File: src/rtl/iss_sel_pkg.sv
package iss_sel_pkg;

    localparam int SEQ_W = 16;
    localparam int TAG_W = 6;
    localparam int TID_W = 1;

    typedef logic [SEQ_W-1:0] seq_t;
    typedef logic [TAG_W-1:0] tag_t;
    typedef logic [TID_W-1:0] tid_t;

    typedef struct packed {
        logic vld;
        tag_t tag;
        seq_t seq;
        tid_t tid;
    } iq_slot_t;

    // a strictly older than b (unsigned, no wrap assumed)
    function automatic logic seq_older(seq_t a, seq_t b);
        return a < b;
    endfunction

    // age order with index tie-break so ranks are always distinct
    function automatic logic head_older(seq_t a, int unsigned ia, seq_t b, int unsigned ib);
        return (a < b) || ((a == b) && (ia < ib));
    endfunction

endpackage

File: src/rtl/iss_class_queue.sv
module iss_class_queue
    import iss_sel_pkg::*;
#(
    parameter int DEPTH = 8,
    localparam int IDX_W = (DEPTH > 1) ? $clog2(DEPTH) : 1
) (
    input  logic clk,
    input  logic rst,
    input  logic ins_en,
    input  tag_t ins_tag,
    input  seq_t ins_seq,
    input  tid_t ins_tid,
    input  logic sq_en,
    input  tid_t sq_tid,
    input  seq_t sq_seq,
    input  logic cm_en,
    input  tid_t cm_tid,
    input  seq_t cm_seq,
    input  logic pop,
    output logic head_vld,
    output seq_t head_seq,
    output tag_t head_tag,
    output logic ovf
);

    iq_slot_t ent_q [DEPTH];
    logic [DEPTH-1:0] vld, kill, live;
    logic [IDX_W-1:0] head_idx, free_idx;
    logic full;

    always_comb begin
        for (int i = 0; i < DEPTH; i++) begin
            vld[i]  = ent_q[i].vld;
            kill[i] = ent_q[i].vld &&
                      ((sq_en && ent_q[i].tid == sq_tid && seq_older(sq_seq, ent_q[i].seq)) ||
                       (cm_en && ent_q[i].tid == cm_tid && !seq_older(cm_seq, ent_q[i].seq)));
            live[i] = vld[i] && !kill[i];
        end
    end

    // oldest surviving entry
    always_comb begin
        head_vld = 1'b0;
        head_idx = '0;
        head_seq = '0;
        head_tag = '0;
        for (int i = 0; i < DEPTH; i++) begin
            if (live[i] && (!head_vld || seq_older(ent_q[i].seq, head_seq))) begin
                head_vld = 1'b1;
                head_idx = IDX_W'(i);
                head_seq = ent_q[i].seq;
                head_tag = ent_q[i].tag;
            end
        end
    end

    // lowest free slot
    always_comb begin
        free_idx = '0;
        for (int i = DEPTH-1; i >= 0; i--) begin
            if (!vld[i]) free_idx = IDX_W'(i);
        end
    end

    assign full = &vld;
    assign ovf  = ins_en && full;

    always_ff @(posedge clk) begin
        if (rst) begin
            for (int i = 0; i < DEPTH; i++) ent_q[i] <= '0;
        end else begin
            for (int i = 0; i < DEPTH; i++) begin
                if (!live[i] || (pop && head_idx == IDX_W'(i))) ent_q[i].vld <= 1'b0;
            end
            if (ins_en && !full) begin
                ent_q[free_idx] <= '{vld: 1'b1, tag: ins_tag, seq: ins_seq, tid: ins_tid};
            end
        end
    end

    AST_POP_HAS_HEAD: assert property (@(posedge clk) disable iff (rst)
        pop |-> head_vld);

    AST_OVF_DROP: assert property (@(posedge clk) disable iff (rst)
        (ins_en && full && !pop && kill == '0) |=> ($countones(vld) == $past($countones(vld))));

endmodule

File: src/rtl/iss_age_picker.sv
module iss_age_picker
    import iss_sel_pkg::*;
#(
    parameter int NUM_CLASSES = 4,
    parameter int ISSUE_W = 2,
    localparam int CLS_W  = (NUM_CLASSES > 1) ? $clog2(NUM_CLASSES) : 1,
    localparam int RANK_W = $clog2(NUM_CLASSES + 1)
) (
    input  logic [NUM_CLASSES-1:0]            head_vld,
    input  logic [NUM_CLASSES-1:0][SEQ_W-1:0] head_seq,
    input  logic [NUM_CLASSES-1:0]            fu_avail,
    output logic [NUM_CLASSES-1:0]            grant,
    output logic [ISSUE_W-1:0]                slot_vld,
    output logic [ISSUE_W-1:0][CLS_W-1:0]     slot_cls
);

    logic [NUM_CLASSES-1:0] elig;
    logic [NUM_CLASSES-1:0][RANK_W-1:0] rank;

    assign elig = head_vld & fu_avail;

    // age matrix: rank of a class = eligible heads older than it
    always_comb begin
        for (int i = 0; i < NUM_CLASSES; i++) begin
            rank[i] = '0;
            for (int j = 0; j < NUM_CLASSES; j++) begin
                if (j != i && elig[j] &&
                    head_older(head_seq[j], j, head_seq[i], i))
                    rank[i] = rank[i] + 1'b1;
            end
            grant[i] = elig[i] && (int'(rank[i]) < ISSUE_W);
        end
    end

    // slot s takes the class whose rank is s
    always_comb begin
        for (int s = 0; s < ISSUE_W; s++) begin
            slot_vld[s] = 1'b0;
            slot_cls[s] = '0;
            for (int i = 0; i < NUM_CLASSES; i++) begin
                if (grant[i] && int'(rank[i]) == s) begin
                    slot_vld[s] = 1'b1;
                    slot_cls[s] = CLS_W'(i);
                end
            end
        end
    end

endmodule

File: src/rtl/age_issue_selector.sv
module age_issue_selector
    import iss_sel_pkg::*;
#(
    parameter int NUM_CLASSES = 4,
    parameter int DEPTH = 8,
    parameter int ISSUE_W = 2,
    localparam int CLS_W = (NUM_CLASSES > 1) ? $clog2(NUM_CLASSES) : 1
) (
    input  logic                            clk,
    input  logic                            rst,
    input  logic                            ins_valid,
    input  logic [CLS_W-1:0]                ins_class,
    input  logic [TAG_W-1:0]                ins_tag,
    input  logic [SEQ_W-1:0]                ins_seq,
    input  logic [TID_W-1:0]                ins_tid,
    input  logic [NUM_CLASSES-1:0]          fu_avail,
    input  logic                            squash_valid,
    input  logic [TID_W-1:0]                squash_tid,
    input  logic [SEQ_W-1:0]                squash_seq,
    input  logic                            commit_valid,
    input  logic [TID_W-1:0]                commit_tid,
    input  logic [SEQ_W-1:0]                commit_seq,
    output logic [ISSUE_W-1:0]              iss_valid,
    output logic [ISSUE_W-1:0][TAG_W-1:0]   iss_tag,
    output logic                            overflow_err
);

    logic [NUM_CLASSES-1:0]            head_vld, grant, ovf_vec;
    logic [NUM_CLASSES-1:0][SEQ_W-1:0] head_seq;
    logic [NUM_CLASSES-1:0][TAG_W-1:0] head_tag;
    logic [ISSUE_W-1:0]                slot_vld;
    logic [ISSUE_W-1:0][CLS_W-1:0]     slot_cls;
    logic [ISSUE_W-1:0][SEQ_W-1:0]     iss_seq_q;

    for (genvar c = 0; c < NUM_CLASSES; c++) begin : g_cls
        iss_class_queue #(.DEPTH(DEPTH)) u_q (
            .clk      (clk),
            .rst      (rst),
            .ins_en   (ins_valid && ins_class == CLS_W'(c)),
            .ins_tag  (ins_tag),
            .ins_seq  (ins_seq),
            .ins_tid  (ins_tid),
            .sq_en    (squash_valid),
            .sq_tid   (squash_tid),
            .sq_seq   (squash_seq),
            .cm_en    (commit_valid),
            .cm_tid   (commit_tid),
            .cm_seq   (commit_seq),
            .pop      (grant[c]),
            .head_vld (head_vld[c]),
            .head_seq (head_seq[c]),
            .head_tag (head_tag[c]),
            .ovf      (ovf_vec[c])
        );
    end

    iss_age_picker #(.NUM_CLASSES(NUM_CLASSES), .ISSUE_W(ISSUE_W)) u_pick (
        .head_vld (head_vld),
        .head_seq (head_seq),
        .fu_avail (fu_avail),
        .grant    (grant),
        .slot_vld (slot_vld),
        .slot_cls (slot_cls)
    );

    always_ff @(posedge clk) begin
        if (rst) begin
            iss_valid    <= '0;
            iss_tag      <= '0;
            iss_seq_q    <= '0;
            overflow_err <= 1'b0;
        end else begin
            iss_valid    <= slot_vld;
            overflow_err <= |ovf_vec;
            for (int s = 0; s < ISSUE_W; s++) begin
                iss_tag[s]   <= head_tag[slot_cls[s]];
                iss_seq_q[s] <= head_seq[slot_cls[s]];
            end
        end
    end

    for (genvar s = 0; s + 1 < ISSUE_W; s++) begin : g_chk
        AST_SLOT_CONTIG: assert property (@(posedge clk) disable iff (rst)
            iss_valid[s+1] |-> iss_valid[s]);
        AST_SLOT_AGE: assert property (@(posedge clk) disable iff (rst)
            iss_valid[s+1] |-> seq_older(iss_seq_q[s], iss_seq_q[s+1]));
    end

    AST_ISSUE_CAP: assert property (@(posedge clk) disable iff (rst)
        $countones(grant) <= ISSUE_W);

    AST_FU_RESPECT: assert property (@(posedge clk) disable iff (rst)
        (grant & ~fu_avail) == '0);

endmodule

File: config.mk
export PLATFORM = sky130hd
export DESIGN_NAME = age_issue_selector
export DESIGN_NICKNAME = d
export VERILOG_FILES = /design/src/rtl/iss_sel_pkg.sv /design/src/rtl/iss_class_queue.sv /design/src/rtl/iss_age_picker.sv /design/src/rtl/age_issue_selector.sv
export SDC_FILE = /design/constraint.sdc
export NUM_CORES = 2
export LEC_CHECK = 0
export CAP_MARGIN = 10
export CORE_ASPECT_RATIO = 0.9
export CORE_UTILIZATION = 55
export DETAILED_ROUTE_END_ITERATION = 8
export PLACE_DENSITY_LB_ADDON = 0.1
export SLEW_MARGIN = 20
export SYNTH_ARGS = -nofsm -noshare
export SYNTH_HDL_FRONTEND = slang
export SYNTH_HIERARCHICAL = 1
export SYNTH_SLANG_ARGS = --single-unit
File: constraint.sdc
create_clock -name clk -period 64.2 [get_ports clk]
set_input_delay 12.84 -clock clk [delete_from_list [all_inputs] [get_ports clk]]
set_output_delay 12.84 -clock clk [all_outputs]
set_load 0.02 [all_outputs]
# Word-level counts from Yosys, hierarchy flattened
# Memory sizes are Yosys's and may differ from the RTL's.
# Cells that the tools add are included.
# W data, S select, Z words.
dict set report classes {
  addsub 8
  order_cmp 110
  eq_ne 105
  n_mux 328
  bitwise_logic 33
  reduce_logical 528
}
# operator count
set op_table {}
lappend op_table {{$lt A16 B16 Y1} 104}
lappend op_table {{$mux W16} 32}
lappend op_table {{$logic_and A1 B1 Y1} 288}
lappend op_table {{$mux W6} 34}
lappend op_table {{$mux W1} 192}
lappend op_table {{$mux W3} 56}
lappend op_table {{$logic_not A1 Y1} 128}
lappend op_table {{$logic_or A1 B1 Y1} 98}
lappend op_table {{$eq A16 B16 Y1} 6}
lappend op_table {{$eq A1 B1 Y1} 64}
lappend op_table {{$eq A3 B3 Y1 const B} 16}
lappend op_table {{$eq A3 B2 Y1 const B} 12}
lappend op_table {{$or A1 B1 Y1} 32}
lappend op_table {{$reduce_and A8 Y1} 4}
lappend op_table {{$add A3 B1 Y3 const B} 8}
lappend op_table {{$bmux W6 S2} 2}
lappend op_table {{$logic_not A3 Y1} 8}
lappend op_table {{$mux W2} 12}
lappend op_table {{$eq A3 B1 Y1 const B} 4}
lappend op_table {{$lt A3 B2 Y1 const B} 4}
lappend op_table {{$lt A2 B3 Y1 const B} 2}
lappend op_table {{$and A4 B4 Y4} 1}
lappend op_table {{$eq A2 B2 Y1 const B} 2}
lappend op_table {{$reduce_or A4 Y1} 1}
lappend op_table {{other kinds (2)} 2}
dict set report word_totals {
  regBits 15
  ramBits 768
  wordCells 1120
  n_memories 4
}
# name words word_bits read_ports rd_clocked_by_memory_dff wr line_no
set mem_list {}
lappend mem_list {{g_cls[0].u_q.ent_q} 8 24 8 0 9 iss_class_queue.sv:26} ;# iq_slot_t ent_q [DEPTH];
lappend mem_list {{g_cls[1].u_q.ent_q} 8 24 8 0 9 iss_class_queue.sv:26}
lappend mem_list {{g_cls[2].u_q.ent_q} 8 24 8 0 9 iss_class_queue.sv:26}
lappend mem_list {{g_cls[3].u_q.ent_q} 8 24 8 0 9 iss_class_queue.sv:26}

# Longest topological paths before layout
# An unclocked memory read counts as a cell.
dict set report depth {
  ltp_word 53
  depth_mapped 119
  ltp_nobuf 107
}

# Hierarchy
# Netlist, hierarchy kept.
# module n_inst cells_each area_each_um2 seq_area_each_um2
set modules_own_cells {}
lappend modules_own_cells {{iss_class_queue at g_cls[1].u_q} 1 1880 17966.0 5685.5}
lappend modules_own_cells {{iss_class_queue at g_cls[3].u_q} 1 1844 17892.2 5685.5}
lappend modules_own_cells {{iss_class_queue at g_cls[0].u_q} 1 1804 17644.4 5685.5}
lappend modules_own_cells {{iss_class_queue at g_cls[2].u_q} 1 1829 17600.6 5685.5}
lappend modules_own_cells {iss_age_picker 1 362 2802.7 0.0}
lappend modules_own_cells {age_issue_selector 1 68 725.7 300.3}

# Worst setup path before layout
# No wires, ideal clock.
dict set report synth_timing {
  path_kind {input -> register}
  from {input commit_seq[9]}
  to {register iss_tag[11] (netlist bit)}
  setup_time_ns 0.125
  t_arrival_ns 34.063
  path_slack_ns 30.013
  cell_stages 113
  n_path_buf 13
  path_cell_list {ha_1 -> a21o_1 -> nand3_1 -> a21oi_1 -> o41a_1 -> a21oi_2 -> clkbuf_1 -> nand2_1 -> ha_1 -> a2111oi_0 -> o21ai_1 -> o22a_1 -> a221oi_2 -> a211oi_1 -> nor2_1 -> clkbuf_1 -> nor2_1 -> a21oi_1 -> [... 77 more ...] -> nand2_2 -> buf_6 -> mux2i_1 -> ha_1 -> nor2b_1 -> o21a_1 -> o21a_1 -> o21a_1 -> o211ai_1 -> a21oi_1 -> or3_1 -> ha_1 -> o31a_1 -> or4_4 -> o21ai_0 -> buf_6 -> mux2i_1 -> o22ai_1}
}
# item line_no
set synth_lines {}
lappend synth_lines {{start: declaration} age_issue_selector.sv:22} ;# input logic [SEQ_W-1:0] commit_seq,
lappend synth_lines {{end signal: indexed assignment} age_issue_selector.sv:76} ;# iss_tag[s] <= head_tag[slot_cls[s]];
lappend synth_lines {{end: declaration} age_issue_selector.sv:24} ;# output logic [ISSUE_W-1:0][TAG_W-1:0] iss_tag,

==> key figures <==
Floorplan
  – Die extent in y: 351.5 um
  – Core outline area: 0.1340 mm^2
  – # rows: ~130
  – Initial cell density of the core: 0.5571
  – Area enclosed by the die boundary: 0.1372 mm^2
  – Top-level I/O count: 83
  – Horizontal die dimension: roughly 390 um

Yosys
  – Async S/R FF share, synth: 0
  – Post-synth cell types: between 100 and 150
  – Mapped Cells: about 8,000
  – Nets in the synthesized netlist: just over 9,000
  – Yosys reg bits: 783
  – Post-synthesis instance area: 0.07463 mm^2
  – Largest cells by area after synthesis: sky130_fd_sc_hd__edfxtp_1, sky130_fd_sc_hd__ha_1, sky130_fd_sc_hd__and2_1, sky130_fd_sc_hd__inv_1, sky130_fd_sc_hd__a21oi_1
  – Synth Area per Inst: 9.584 um^2
  – Post-synth EDFFs: 736
  – Sequential fraction of the synthesis area: 0.3087
  – Area fraction of the dominant cell type after synthesis: 0.2961
  – Warnings, synthesis: 6
  – Dominant synthesized flop cell: sky130_fd_sc_hd__edfxtp_1
  – Most area-hungry cell type in the Yosys netlist: sky130_fd_sc_hd__edfxtp_1

Setup path
  – Cell type of the slowest stage on the worst timing path: sky130_fd_sc_hd__o21ai_2
  – Critical setup path kind: primary input to register
  – CP Data Required Time: 64.81 ns
  – Delay of the slowest cell on the worst path: around 0.73 ns
  – Largest fanout on the critical path: 44
  – Data arrival time at the worst-slack endpoint: 40.86 ns
  – Setup crit start kind: primary input
  – Worst path most repeated cell: sky130_fd_sc_hd__a21o_1
  – Category of the worst setup path capture point: register

Detailed routing
  – Drt drc: 0
  – Post-detailed-route via-to-cell ratio: 6.758
  – First-pass DRT Iterations: 8
  – Total via count in the routed design: 66,720
  – 1st-iter DRT viols: 9,404
  – Routed Wire Length: ~330,000 um
  – DRT antenna net count: 0
  – WL per Instance: 33.08 um

STA
  – Highest clock rate: 0.02485 GHz
  – Setup repair after global routing missed its margin: false
  – Setup Skew: 0.04256 ns
  – Setup TNS: 0 ns
  – Max Transition Viols Final: 0
  – Final-layout worst hold slack: 0.5506 ns
  – Final Hold Violating Endpoints: 0
  – Share of the clock period used by the worst path: 0.6269
  – Final setup viols: 0
  – Time the worst path needs with I/O delays and setup: about 40 ns
  – Slew at the pin with the worst max-slew slack: around 1.3 ns
  – Worst rel slew slack: 0.08265

Layout
  – Final core area utilization: 0.6071
  – Share of final-layout standard cells stronger than drive strength 1: 0.08357
  – Most used cells in the layout excluding fill and tap cells: sky130_fd_sc_hd__ha_1, sky130_fd_sc_hd__and2_1, sky130_fd_sc_hd__edfxtp_1
  – Leading cell type in the layout, fill and taps excluded: sky130_fd_sc_hd__ha_1
  – Finished layout cell area: 0.08132 mm^2
  – Final net count: 9,503
  – Area growth, synth to finish: 8.959%

Placed design
  – Routability Congestion: 1.129
  – Count of input and output buffers: 82
  – Placement-stage cell area: 0.07824 mm^2
  – Detailed-placement wirelength estimate: ~240,000 um

Clock network
  – Cells resized by post-CTS repair: 0
  – CTS Root Buffer Type: sky130_fd_sc_hd__clkbuf_16
  – Worst skew pair latency: approximately 0.74 ns
  – Reg clk slew, reported paths: 0.06 ns
  – Inserted Clock Buffers: 92
  – Post-CTS setup-driven buffer insertion count: 0
  – TritonCTS clock tree: done
  – Number of clock sinks: just under 800
  – Quantity of hold-fixing buffers added after cts: 0
  – Max clock buf depth: 3
  – Level count of the clock H-tree: 3

Hold path
  – Worst min-delay path category: register to register

Run status
  – Result of the run: finished, final reports clean

Global route
  – Number of antenna violations at the first check in global routing: 37
  – Number of global-route vias before repair: 61,250
  – Largest net degree at the start of global routing: 49
  – Global routing usage summed across all routing layers: 0.4647
  – Wire length of the first global-routing pass: 450,500 um
  – Sum of overflow across all layers after global routing: 0

Power
  – Pleak: between 30 and 40 nW
  – IR drop worst, VDD: 0.02677 mV
  – Cell Int Power: 0.9913 mW
  – Portion of total power attributed to combinational logic: 0.239
  – P_sw: 0.4936 mW
  – Pwr Density: approximately 18 mW/mm^2
  – Register share of total power: 0.403
  – Clock share of power: 0.358
  – Net switching fraction of the power: 0.3324

Run
  – Maximum Capacitance Violations: 0
-- final timing paths --
path / startpoint / end / slack (ns) / cells after the start
worst min-delay path: g_cls[0].u_q/ent_q[2][23]$_SDFFE_PP1P_ / g_cls[0].u_q/ent_q[2][23]$_SDFFE_PP1P_ / 0.55 / 1
worst max-delay path: squash_seq[13] / iss_tag[3]$_SDFF_PP0_ / 23.95 / 105
worst max register to register: g_cls[1].u_q/ent_q[0][16]$_SDFFCE_PN0P_ / iss_tag[3]$_SDFF_PP0_ / 36.33 / 103
worst min register to register: g_cls[0].u_q/ent_q[2][23]$_SDFFE_PP1P_ / g_cls[0].u_q/ent_q[2][23]$_SDFFE_PP1P_ / 0.55 / 1
-- area by class of cell --
class | instances | area (um^2)
Fill cell | 11480 | 52640
Multi-Input combinational cell | 6079 | 48270
Sequential cell | 783 | 23040
Inverter | 724 | 2718
Clock buffer | 108 | 2394
Tap cell | 1806 | 2260
Timing Repair Buffer | 267 | 1989
Clock inverter | 56 | 521.8
Antenna cell | 49 | 122.6
-- critical path, delay by kind of cell --
kind,cells,cell delay [ns]
AO/OA/AOI/OAI,62,15.78
AND/OR/NAND/NOR,18,4.34
buffers and inverters,12,3.47
adder cells (fa/ha/maj),10,2.93
multiplexers,3,1.36
-- synthesized netlist by cell type, types with 12 or more instances --
library cell                instances
sky130_fd_sc_hd__a2111o_1          14
sky130_fd_sc_hd__a2111oi_0         49
sky130_fd_sc_hd__a211o_1           28
sky130_fd_sc_hd__a211oi_1          68
sky130_fd_sc_hd__a21boi_0          19
sky130_fd_sc_hd__a21o_1           273
sky130_fd_sc_hd__a21oi_1          476
sky130_fd_sc_hd__a221oi_1          17
sky130_fd_sc_hd__a22o_1            41
sky130_fd_sc_hd__a31o_1            16
sky130_fd_sc_hd__a31oi_1           32
sky130_fd_sc_hd__and2_1           759
sky130_fd_sc_hd__and3_1            35
sky130_fd_sc_hd__and4_1            29
sky130_fd_sc_hd__buf_2             48
sky130_fd_sc_hd__clkbuf_1         124
sky130_fd_sc_hd__dfxtp_1           47
sky130_fd_sc_hd__edfxtp_1         736
sky130_fd_sc_hd__ha_1            1484
sky130_fd_sc_hd__inv_1            722
sky130_fd_sc_hd__mux2_2            92
sky130_fd_sc_hd__mux2_4            45
sky130_fd_sc_hd__mux2i_1          183
sky130_fd_sc_hd__nand2_1          455
sky130_fd_sc_hd__nand2b_1          75
sky130_fd_sc_hd__nand3_1          103
sky130_fd_sc_hd__nand4_1          127
sky130_fd_sc_hd__nor2_1           376
sky130_fd_sc_hd__nor2b_1           88
sky130_fd_sc_hd__nor3_1            89
sky130_fd_sc_hd__nor3b_1           16
sky130_fd_sc_hd__nor4_1            36
sky130_fd_sc_hd__o2111ai_1         33
sky130_fd_sc_hd__o211ai_1         101
sky130_fd_sc_hd__o21a_1            73
sky130_fd_sc_hd__o21ai_0          382
sky130_fd_sc_hd__o21ai_1           29
sky130_fd_sc_hd__o22ai_1           23
sky130_fd_sc_hd__o31ai_1           60
sky130_fd_sc_hd__o41ai_1           12
sky130_fd_sc_hd__or2_2             18
sky130_fd_sc_hd__or3_1             22
sky130_fd_sc_hd__xnor2_1           31
sky130_fd_sc_hd__xor2_1            32
-- logic make-up after synthesis --
kind of cell,share of synthesized area
AND/OR/NAND/NOR,0.1633
flip-flops,0.3087
XOR/XNOR,0.007611
adder cells (fa/ha/maj),0.2499
AO/OA/AOI/OAI,0.1732
buffers and inverters,0.04899
multiplexers,0.04823
-- sequential cells by signal (all words and copies together), names as in the netlist --
signal,cells
g_cls.u_q/ent_q,768
overflow_err,1
iss_valid,2
iss_tag,12
-- layer usage --
| layer | wire (um) | up-vias | global-route usage |
|---|---|---|---|
| li1 | - | 29190 | - |
| met1 | 124100 | 31750 | 0.5991 |
| met2 | 131900 | 4672 | 0.6580 |
| met3 | 44600 | 1094 | 0.1446 |
| met4 | 25930 | 10 | 0.3303 |
| met5 | 59 | - | 0 |
-- metrics by stage --
stage	setup slack, ns	instances	power, mW
6_report	23.95	9872	1.485
5_1_grt	22.74	9830	1.529
4_1_cts	24.97	9822	1.472
3_5_place_dp	24.25	9658	0.9445
3_3_place_gp	24.03	9657	0.9366
2_1_floorplan	30.01	7787	0.7927
-- power by group through the flow --
stage	Clock, mW	Sequential (mW)	Combinational, mW
after floorplan	0	0.598	0.195
after global placement	0	0.608	0.329
after detailed placement	0	0.608	0.337
after CTS	0.535	0.597	0.339
after global routing	0.551	0.599	0.379
final	0.532	0.598	0.355
(Power assumes the default switching activity.)
